[src/rtl/cal_pkg.sv]
package cal_pkg;

    localparam int GROUP_W = 10;

    localparam logic [GROUP_W-1:0] COMMA_RD_NEG = 10'b0011111010;
    localparam logic [GROUP_W-1:0] COMMA_RD_POS = 10'b1100000101;

    typedef enum logic [1:0] {
        ST_SETTLE,
        ST_HUNT,
        ST_CONFIRM,
        ST_LOCKED
    } cal_state_e;

endpackage

[src/rtl/cal_shifter.sv]
module cal_shifter #(
    parameter int WORD_W = 20,
    parameter int SLIP_W = 5
) (
    input  logic              clk,
    input  logic              rst_n,
    input  logic [WORD_W-1:0] raw_i,
    input  logic [SLIP_W-1:0] slip_i,
    output logic [WORD_W-1:0] aligned_o
);

    localparam int PAIR_W = 2 * WORD_W;

    logic [WORD_W-1:0] prev_q;
    logic [PAIR_W-1:0] pair;
    logic [PAIR_W-1:0] pair_sh;

    // earlier word in the upper half, so bit order follows time order
    always_comb begin
        pair    = {prev_q, raw_i};
        pair_sh = pair << slip_i;
    end

    always_ff @(posedge clk or negedge rst_n) begin
        if (!rst_n) begin
            prev_q    <= '0;
            aligned_o <= '0;
        end else begin
            prev_q    <= raw_i;
            aligned_o <= pair_sh[PAIR_W-1 -: WORD_W];
        end
    end

endmodule

[src/rtl/cal_detect.sv]
module cal_detect
    import cal_pkg::*;
#(
    parameter int WORD_W = 20
) (
    input  logic [WORD_W-1:0] word_i,
    output logic              hit_o
);

    localparam int NUM_COMMA = 2;

    logic [GROUP_W-1:0] lead_group;
    logic [NUM_COMMA-1:0] match;

    assign lead_group = word_i[WORD_W-1 -: GROUP_W];

    for (genvar g = 0; g < NUM_COMMA; g++) begin : g_cmp
        localparam logic [GROUP_W-1:0] PATTERN = (g == 0) ? COMMA_RD_NEG : COMMA_RD_POS;
        assign match[g] = (lead_group == PATTERN);
    end

    assign hit_o = |match;

endmodule

[src/rtl/cal_fsm.sv]
module cal_fsm
    import cal_pkg::*;
#(
    parameter int WORD_W       = 20,
    parameter int SETTLE_WORDS = 4,
    parameter int LOCK_HITS    = 3,
    parameter int LOSS_MISSES  = 8,
    parameter int SLIP_W       = 5
) (
    input  logic              clk,
    input  logic              rst_n,
    input  logic              resync_i,
    input  logic              hit_i,
    output logic [SLIP_W-1:0] slip_o,
    output logic              locked_o
);

    localparam int SC_W = $clog2(SETTLE_WORDS + 1);
    localparam int HC_W = $clog2(LOCK_HITS + 1);
    localparam int MC_W = $clog2(LOSS_MISSES + 1);

    localparam logic [SLIP_W-1:0] SLIP_LAST   = SLIP_W'(WORD_W - 1);
    localparam logic [SC_W-1:0]   SETTLE_LAST = SC_W'(SETTLE_WORDS - 1);
    localparam logic [HC_W-1:0]   HITS_LAST   = HC_W'(LOCK_HITS - 1);
    localparam logic [MC_W-1:0]   MISS_LAST   = MC_W'(LOSS_MISSES - 1);

    cal_state_e        state_q, state_d;
    logic [SLIP_W-1:0] slip_q, slip_d, slip_bump;
    logic [SC_W-1:0]   settle_q, settle_d;
    logic [HC_W-1:0]   hits_q, hits_d;
    logic [MC_W-1:0]   miss_q, miss_d;

    assign slip_bump = (slip_q == SLIP_LAST) ? '0 : slip_q + 1'b1;

    always_comb begin
        state_d  = state_q;
        slip_d   = slip_q;
        settle_d = settle_q;
        hits_d   = hits_q;
        miss_d   = miss_q;
        if (resync_i) begin
            state_d  = ST_SETTLE;
            slip_d   = '0;
            settle_d = '0;
            hits_d   = '0;
            miss_d   = '0;
        end else begin
            unique case (state_q)
                ST_SETTLE: begin
                    if (settle_q == SETTLE_LAST) begin
                        state_d  = ST_HUNT;
                        settle_d = '0;
                    end else begin
                        settle_d = settle_q + 1'b1;
                    end
                end
                ST_HUNT: begin
                    if (hit_i) begin
                        state_d = (LOCK_HITS == 1) ? ST_LOCKED : ST_CONFIRM;
                        hits_d  = HC_W'(1);
                        miss_d  = '0;
                    end else begin
                        state_d  = ST_SETTLE;
                        slip_d   = slip_bump;
                        settle_d = '0;
                    end
                end
                ST_CONFIRM: begin
                    if (hit_i) begin
                        if (hits_q == HITS_LAST) begin
                            state_d = ST_LOCKED;
                            miss_d  = '0;
                        end else begin
                            hits_d = hits_q + 1'b1;
                        end
                    end else begin
                        state_d  = ST_SETTLE;
                        slip_d   = slip_bump;
                        settle_d = '0;
                        hits_d   = '0;
                    end
                end
                ST_LOCKED: begin
                    if (hit_i) begin
                        miss_d = '0;
                    end else if (miss_q == MISS_LAST) begin
                        state_d = ST_HUNT;
                        miss_d  = '0;
                        hits_d  = '0;
                    end else begin
                        miss_d = miss_q + 1'b1;
                    end
                end
                default: state_d = ST_SETTLE;
            endcase
        end
    end

    always_ff @(posedge clk or negedge rst_n) begin
        if (!rst_n) begin
            state_q  <= ST_SETTLE;
            slip_q   <= '0;
            settle_q <= '0;
            hits_q   <= '0;
            miss_q   <= '0;
        end else begin
            state_q  <= state_d;
            slip_q   <= slip_d;
            settle_q <= settle_d;
            hits_q   <= hits_d;
            miss_q   <= miss_d;
        end
    end

    always_comb begin
        locked_o = (state_q == ST_LOCKED);
        slip_o   = slip_q;
    end

endmodule

[src/rtl/comma_aligner.sv]
module comma_aligner #(
    parameter int WORD_W       = 20,
    parameter int SETTLE_WORDS = 4,
    parameter int LOCK_HITS    = 3,
    parameter int LOSS_MISSES  = 8
) (
    input  logic                       clk,
    input  logic                       rst_n,
    input  logic [WORD_W-1:0]          raw_word_i,
    input  logic                       resync_i,
    output logic [WORD_W-1:0]          aligned_word_o,
    output logic                       locked_o,
    output logic [$clog2(WORD_W)-1:0]  slip_count_o
);

    localparam int SLIP_W = $clog2(WORD_W);

    logic comma_hit;

    cal_shifter #(
        .WORD_W (WORD_W),
        .SLIP_W (SLIP_W)
    ) u_shifter (
        .clk       (clk),
        .rst_n     (rst_n),
        .raw_i     (raw_word_i),
        .slip_i    (slip_count_o),
        .aligned_o (aligned_word_o)
    );

    cal_detect #(
        .WORD_W (WORD_W)
    ) u_detect (
        .word_i (aligned_word_o),
        .hit_o  (comma_hit)
    );

    cal_fsm #(
        .WORD_W       (WORD_W),
        .SETTLE_WORDS (SETTLE_WORDS),
        .LOCK_HITS    (LOCK_HITS),
        .LOSS_MISSES  (LOSS_MISSES),
        .SLIP_W       (SLIP_W)
    ) u_fsm (
        .clk      (clk),
        .rst_n    (rst_n),
        .resync_i (resync_i),
        .hit_i    (comma_hit),
        .slip_o   (slip_count_o),
        .locked_o (locked_o)
    );

endmodule

[config.mk]
export PLATFORM = sky130hd
export DESIGN_NAME = comma_aligner
export DESIGN_NICKNAME = d
export VERILOG_FILES = /design/src/rtl/cal_pkg.sv /design/src/rtl/cal_shifter.sv /design/src/rtl/cal_detect.sv /design/src/rtl/cal_fsm.sv /design/src/rtl/comma_aligner.sv
export SDC_FILE = /design/constraint.sdc
export NUM_CORES = 1
export LEC_CHECK = 0
export BUFFER_PORTS_ARGS = -buffer_cell sky130_fd_sc_hd__buf_2
export CORE_MARGIN = 2
export CORE_UTILIZATION = 39
export DETAILED_ROUTE_END_ITERATION = 6
export PLACE_DENSITY = 0.56
export SYNTH_ARGS = -nofsm -noshare
export SYNTH_HDL_FRONTEND = slang
export SYNTH_SLANG_ARGS = --single-unit
[constraint.sdc]
create_clock -name clk -period 2.2 [get_ports clk]
set_input_delay 0.11 -clock clk [delete_from_list [all_inputs] [get_ports clk]]
set_output_delay 0.11 -clock clk [all_outputs]
set_load 0.02 [all_outputs]
### Yosys cells after proc, flatten, opt, wreduce, memory -nomap -nowiden

Cells that the tools add are included.

* flip-flop bits (word level): 56
* output and inout port bits: 26

* add/sub/neg operators: 4
* eq/ne operators: 19
* shift operators: 1
* multiplexer cells: 30
* reduce and logical (&&, ||, !) cells: 11

Operators by type and width (count)
* $shl 40x5->40: 1
* $mux 2: 13
* $mux 4: 6
* $mux 5: 4
* $ne 3x3->1 const B: 4
* $pmux 4 s3: 1
* $eq 10x10->1 const B: 1
* $eq 10x8->1 const B: 1
* $mux 3: 3
* $ne 3x2->1 const B: 3
* $pmux 2 s4: 1
* $reduce_and 4->1: 2
* $eq 2x2->1 const B: 3
* $pmux 2 s3: 1
* $pmux 3 s2: 1
* $add 5x1->5 const B: 1
* $eq 5x5->1 const B: 1
* $reduce_and 5->1: 1
* $add 4x1->4 const B: 1
* $eq 4x3->1 const B: 1
* $ne 4x3->1 const B: 1
* $ne 4x4->1 const B: 1
* $reduce_and 2->1: 2
* $reduce_bool 4->1: 1
* 9 further kinds: 10

### Longest topological paths before layout

* depth after elaboration: 5
* mapped depth: 8
* gate-level depth less buffers: 7

### Hierarchy

From an unflattened synthesis, not the netlist that was laid out.

* cells, all modules: 415
* area total of the unflattened synthesis: 4792.1 µm²

By module, submodules not included
* cal_shifter: times used 1, cells an instance 288, area each 3601.0 µm², seq. area each 1001.0 µm²
* cal_fsm: times used 1, cells an instance 121, area each 1129.8 µm², seq. area each 400.4 µm²
* cal_detect: times used 1, cells an instance 6, area each 61.3 µm², seq. area each 0.0 µm²

### Worst setup path after synthesis

OpenSTA, ideal clock, no wires.

* kind: reg-to-reg
* start point: register u_fsm.slip_q[0], in the netlist u_fsm.slip_o[0]
* end point: register u_shifter.aligned_o[15]
* library setup time: 0.126 ns
* arrival: 1.815 ns
* required time: 2.074 ns
* slack: 0.259 ns
* stages on the path, launching flop included: 7
* path buffers: 2
* cell sequence: dfrtp_1 buf_6 buf_6 mux4_2 mux2i_1 o22ai_1 a221o_1

* word-level cells in the longest chain between the ends: 1

RTL lines
* start: declaration: RTL line cal_fsm.sv:28 `logic [SLIP_W-1:0] slip_q, slip_d, slip_bump;`
* start signal: assignment: RTL line cal_fsm.sv:108 `slip_q <= slip_d;`
* $shl 40x5->40: RTL line cal_shifter.sv:21 `pair_sh = pair << slip_i;`
* via u_shifter.pair_sh[35]: RTL line cal_shifter.sv:16 `logic [PAIR_W-1:0] pair_sh;`
* end signal: assignment: RTL line cal_shifter.sv:30 `aligned_o <= pair_sh[PAIR_W-1 -: WORD_W];`
* end: declaration: RTL line cal_shifter.sv:9 `output logic [WORD_W-1:0] aligned_o`

The timed path passes the listed nets, and every way through them passes these cells.
A chain may end at the register's enable or synchronous reset.

### Worst setup path after layout

* start point: register u_fsm.slip_q[1], in the netlist u_fsm.slip_o[1]
* end point: register u_shifter.aligned_o[11]

The elaborated chain is that of the path after synthesis.

==> results_dict.tcl <==
set metrics [dict create \
    cts_resized 0 \
    hold_depth 2 \
    finClkSkew_ns 0.0180 \
    routabilityCongestion 0.932 \
    fill_cells 967 \
    crit_arrival_ns 2.28 \
    hold_class "in -> reg" \
    worst_pin_slew_ns 0.639 \
    die_x_um 106 \
    drtPass1Iterations 5 \
    avgSynthCellArea_um2 10.0 \
    peakVddDrop_mv 0.255 \
    leakage_nw 2.03 \
    antenna_found_initial 0 \
    port_buffers 48 \
    clkLatencyLatePin_ns 0.32 \
    viasPerCell 5.84 \
    reg2reg_from "u_fsm.slip_o[1]" \
    grt-ovfl-total 0 \
    place_inst 582 \
    grt_max_degree 39 \
    start_util_pct 39.7 \
    start_kind "flip-flop" \
    multi_input_area_um2 2430 \
    path_class "reg -> reg" \
    vias 3584 \
    synth_warnings 0 \
    drc_errors 0 \
    crit_chain "buf_12 -> mux2_2 -> mux2i_1 -> buf_4 -> o21a_1 -> o22ai_1 -> a221o_1" \
    cap_violations 0 \
    cts_root_buf "clkbuf_8" \
    drt_iter0_drc 345 \
    ant_nets 0 \
    grt_pass1_wl_um 18600 \
    die_y_um 106 \
    path_clk_slew_ns 0.11 \
    p_per_area_nw_per_um2 607 \
    async_reset_ff_share_pct 100 \
    post-dp-hpwl_um 8720 \
    fmax_mhz 482 \
    holdPathEnd "u_fsm.settle_q[1]" \
    ys_seq_elements 56 \
    num-nets-final 508 \
    design_area_um2 4860 \
    r2r_end "u_shifter.aligned_o[11]" \
    timing.final.hold_violations 0 \
    relSlewSlack_pct 57.4 \
    die_area_um2 11200 \
    grt_pass1_vias 3419 \
    cpPeakStageDelay_ns 0.43 \
    crit_path_top_delay_cell "dfrtp_2" \
    synth_edf_count 0 \
    num_antenna_cells 0 \
    grt.total_usage_pct 21.3 \
    drive_above_1_share_pct 27.0 \
    synth_flop_cell "dfrtp_1" \
    end_kind "flip-flop" \
    num_io_pins 49 \
    crit_fanout 29 \
    worstPathRequired_ns 2.41 \
    rows 37 \
    syn_area_um2 4050 \
    reg2reg_depth 7 \
    slew_viol_final 0 \
    min_from "resync_i" \
    core_area_um2 10200 \
    period_minus_slack_ns 2.07 \
    setup-violations-final 0 \
    wl_um 11700 \
    cts_buffers 5 \
    regArea_um2 1400 \
    cp_num_buf_inv 2 \
    cts_tree "built" \
    cts_sinks 56 \
    cp_top_family "multiplexers" \
    rrSetupSlack_ns 0.13 \
    htreeDepth 2 \
    syn2layout_area_growth_pct 20.1 \
    wl_per_cell_um 19.1 \
    synth_fp_nets 435 \
    total_power_w 0.00295 \
    final_util_pct 47.7 \
    syn_inst 404 \
    min_period_over_period_pct 94.2 \
    placed_cell_area_um2 4510 \
    final_cell_count_no_fill 614 \
    synth.distinct_cells 59 \
    run_status "finished, final reports clean" \
    cts_buffer_depth 2 \
    mostFrequentLayoutCells "nand2_1 (54), dfrtp_1 (54), buf_2 (48), mux2i_1 (37), nor2_1 (29)" \
    hold_ws_ns 0.147 \
    ys_seq_area_share_pct 34.6 \
]
cell usage after synthesis, types with 2 or more instances:
master | instances | area (um2)
o22ai_1 | 9 | 56.3
a21oi_1 | 16 | 80.1
and3_1 | 2 | 12.5
buf_1 | 2 | 7.51
mux2i_1 | 37 | 370
dfrtp_1 | 56 | 1400
nand3b_1 | 2 | 15.0
or4_1 | 2 | 15.0
a31oi_1 | 5 | 31.3
mux4_2 | 23 | 518
ha_1 | 8 | 100
nand2b_1 | 4 | 25.0
nor2b_1 | 4 | 25.0
buf_2 | 9 | 45.0
o21a_1 | 5 | 37.5
a2111oi_0 | 2 | 17.5
o21ai_0 | 17 | 85.1
nand3_1 | 9 | 45.0
o221ai_1 | 5 | 43.8
nor2_1 | 29 | 109
a211oi_1 | 2 | 15.0
mux2_2 | 15 | 169
o21ai_1 | 7 | 35.0
a22oi_1 | 4 | 30.0
mux4_1 | 2 | 52.6
nand2_1 | 54 | 203
nand4_1 | 2 | 12.5
a221o_1 | 6 | 60.1
o211ai_1 | 4 | 30.0
buf_6 | 3 | 33.8
clkbuf_1 | 13 | 48.8
inv_1 | 14 | 52.6
a31o_2 | 2 | 17.5
nor3_1 | 5 | 25.0
where the power goes:
group	total (W)	switching (W)	internal [W]
Combinational	0.00103	0.000573	0.000459
Clock	0.000730	0.000357	0.000373
Sequential	0.00119	0.0000681	0.00112
through the flow:
step | worst slack (ns) | setup TNS [ns]
finish | 0.127 | 0
global route | -0.00146 | -0.00146
global placement | 0.125 | 0
CTS | 0.115 | 0
floorplan | 0.259 | 0
detailed placement | 0.120 | 0
layout make-up:
class | instances | share of cell area, %
clock inverters | 2 | 0.798
multi-input cells | 304 | 49.9
repair buffers | 95 | 14.1
clock buffers | 6 | 1.70
inverters | 15 | 1.16
flip-flops and latches | 56 | 28.9
well taps | 136 | 3.50
worst max-delay path by stage:
| stage | depth (start not counted) | start | end |
|---|---|---|---|
| finish | 7 | u_fsm.slip_o[1] | u_shifter.aligned_o[11] |
| global placement | 7 | u_fsm.slip_o[0] | u_shifter.aligned_o[11] |
| CTS | 5 | u_fsm.slip_o[0] | u_shifter.aligned_o[15] |
| detailed placement | 7 | u_fsm.slip_o[0] | u_shifter.aligned_o[11] |
| floorplan | 6 | u_fsm.slip_o[0] | u_shifter.aligned_o[15] |
| global route | 7 | u_fsm.slip_o[0] | u_shifter.aligned_o[19] |
layer usage:
metal  vias to the layer above  track usage (%)  wire, um
li1                       1660                -         -
met1                      1751             31.4      5510
met2                       156             33.2      5280
met3                        17             2.91       752
met4                         0             4.89       183
met5                         -                0         0
sequential cells by signal, summed over array words and instances, names as in the netlist:
signal,cells
u_fsm.miss_q,4
u_fsm.slip_o,5
u_fsm.settle_q,3
u_shifter.prev_q,20
u_shifter.aligned_o,20
u_fsm.hits_q,2
u_fsm.state_q,2
logic make-up (layout without fill, tap and decap cells):
family	count (synthesis)	count (layout)	share of synthesized area, %
mux	77	77	27.4
compound gates	95	95	15.8
fa+ha+maj	8	8	2.47
simple gates	123	123	14.1
buf+inv	44	118	5.41
xor+xnor	1	1	0.216
flops	56	56	34.6
timing repair:
action	4_1_cts	5_1_grt
hold endpoints to repair	46	0
setup buffers	0	3
endpoints found under the setup margin	0	4
hold buffers	21	0
(Power assumes the default switching activity.)
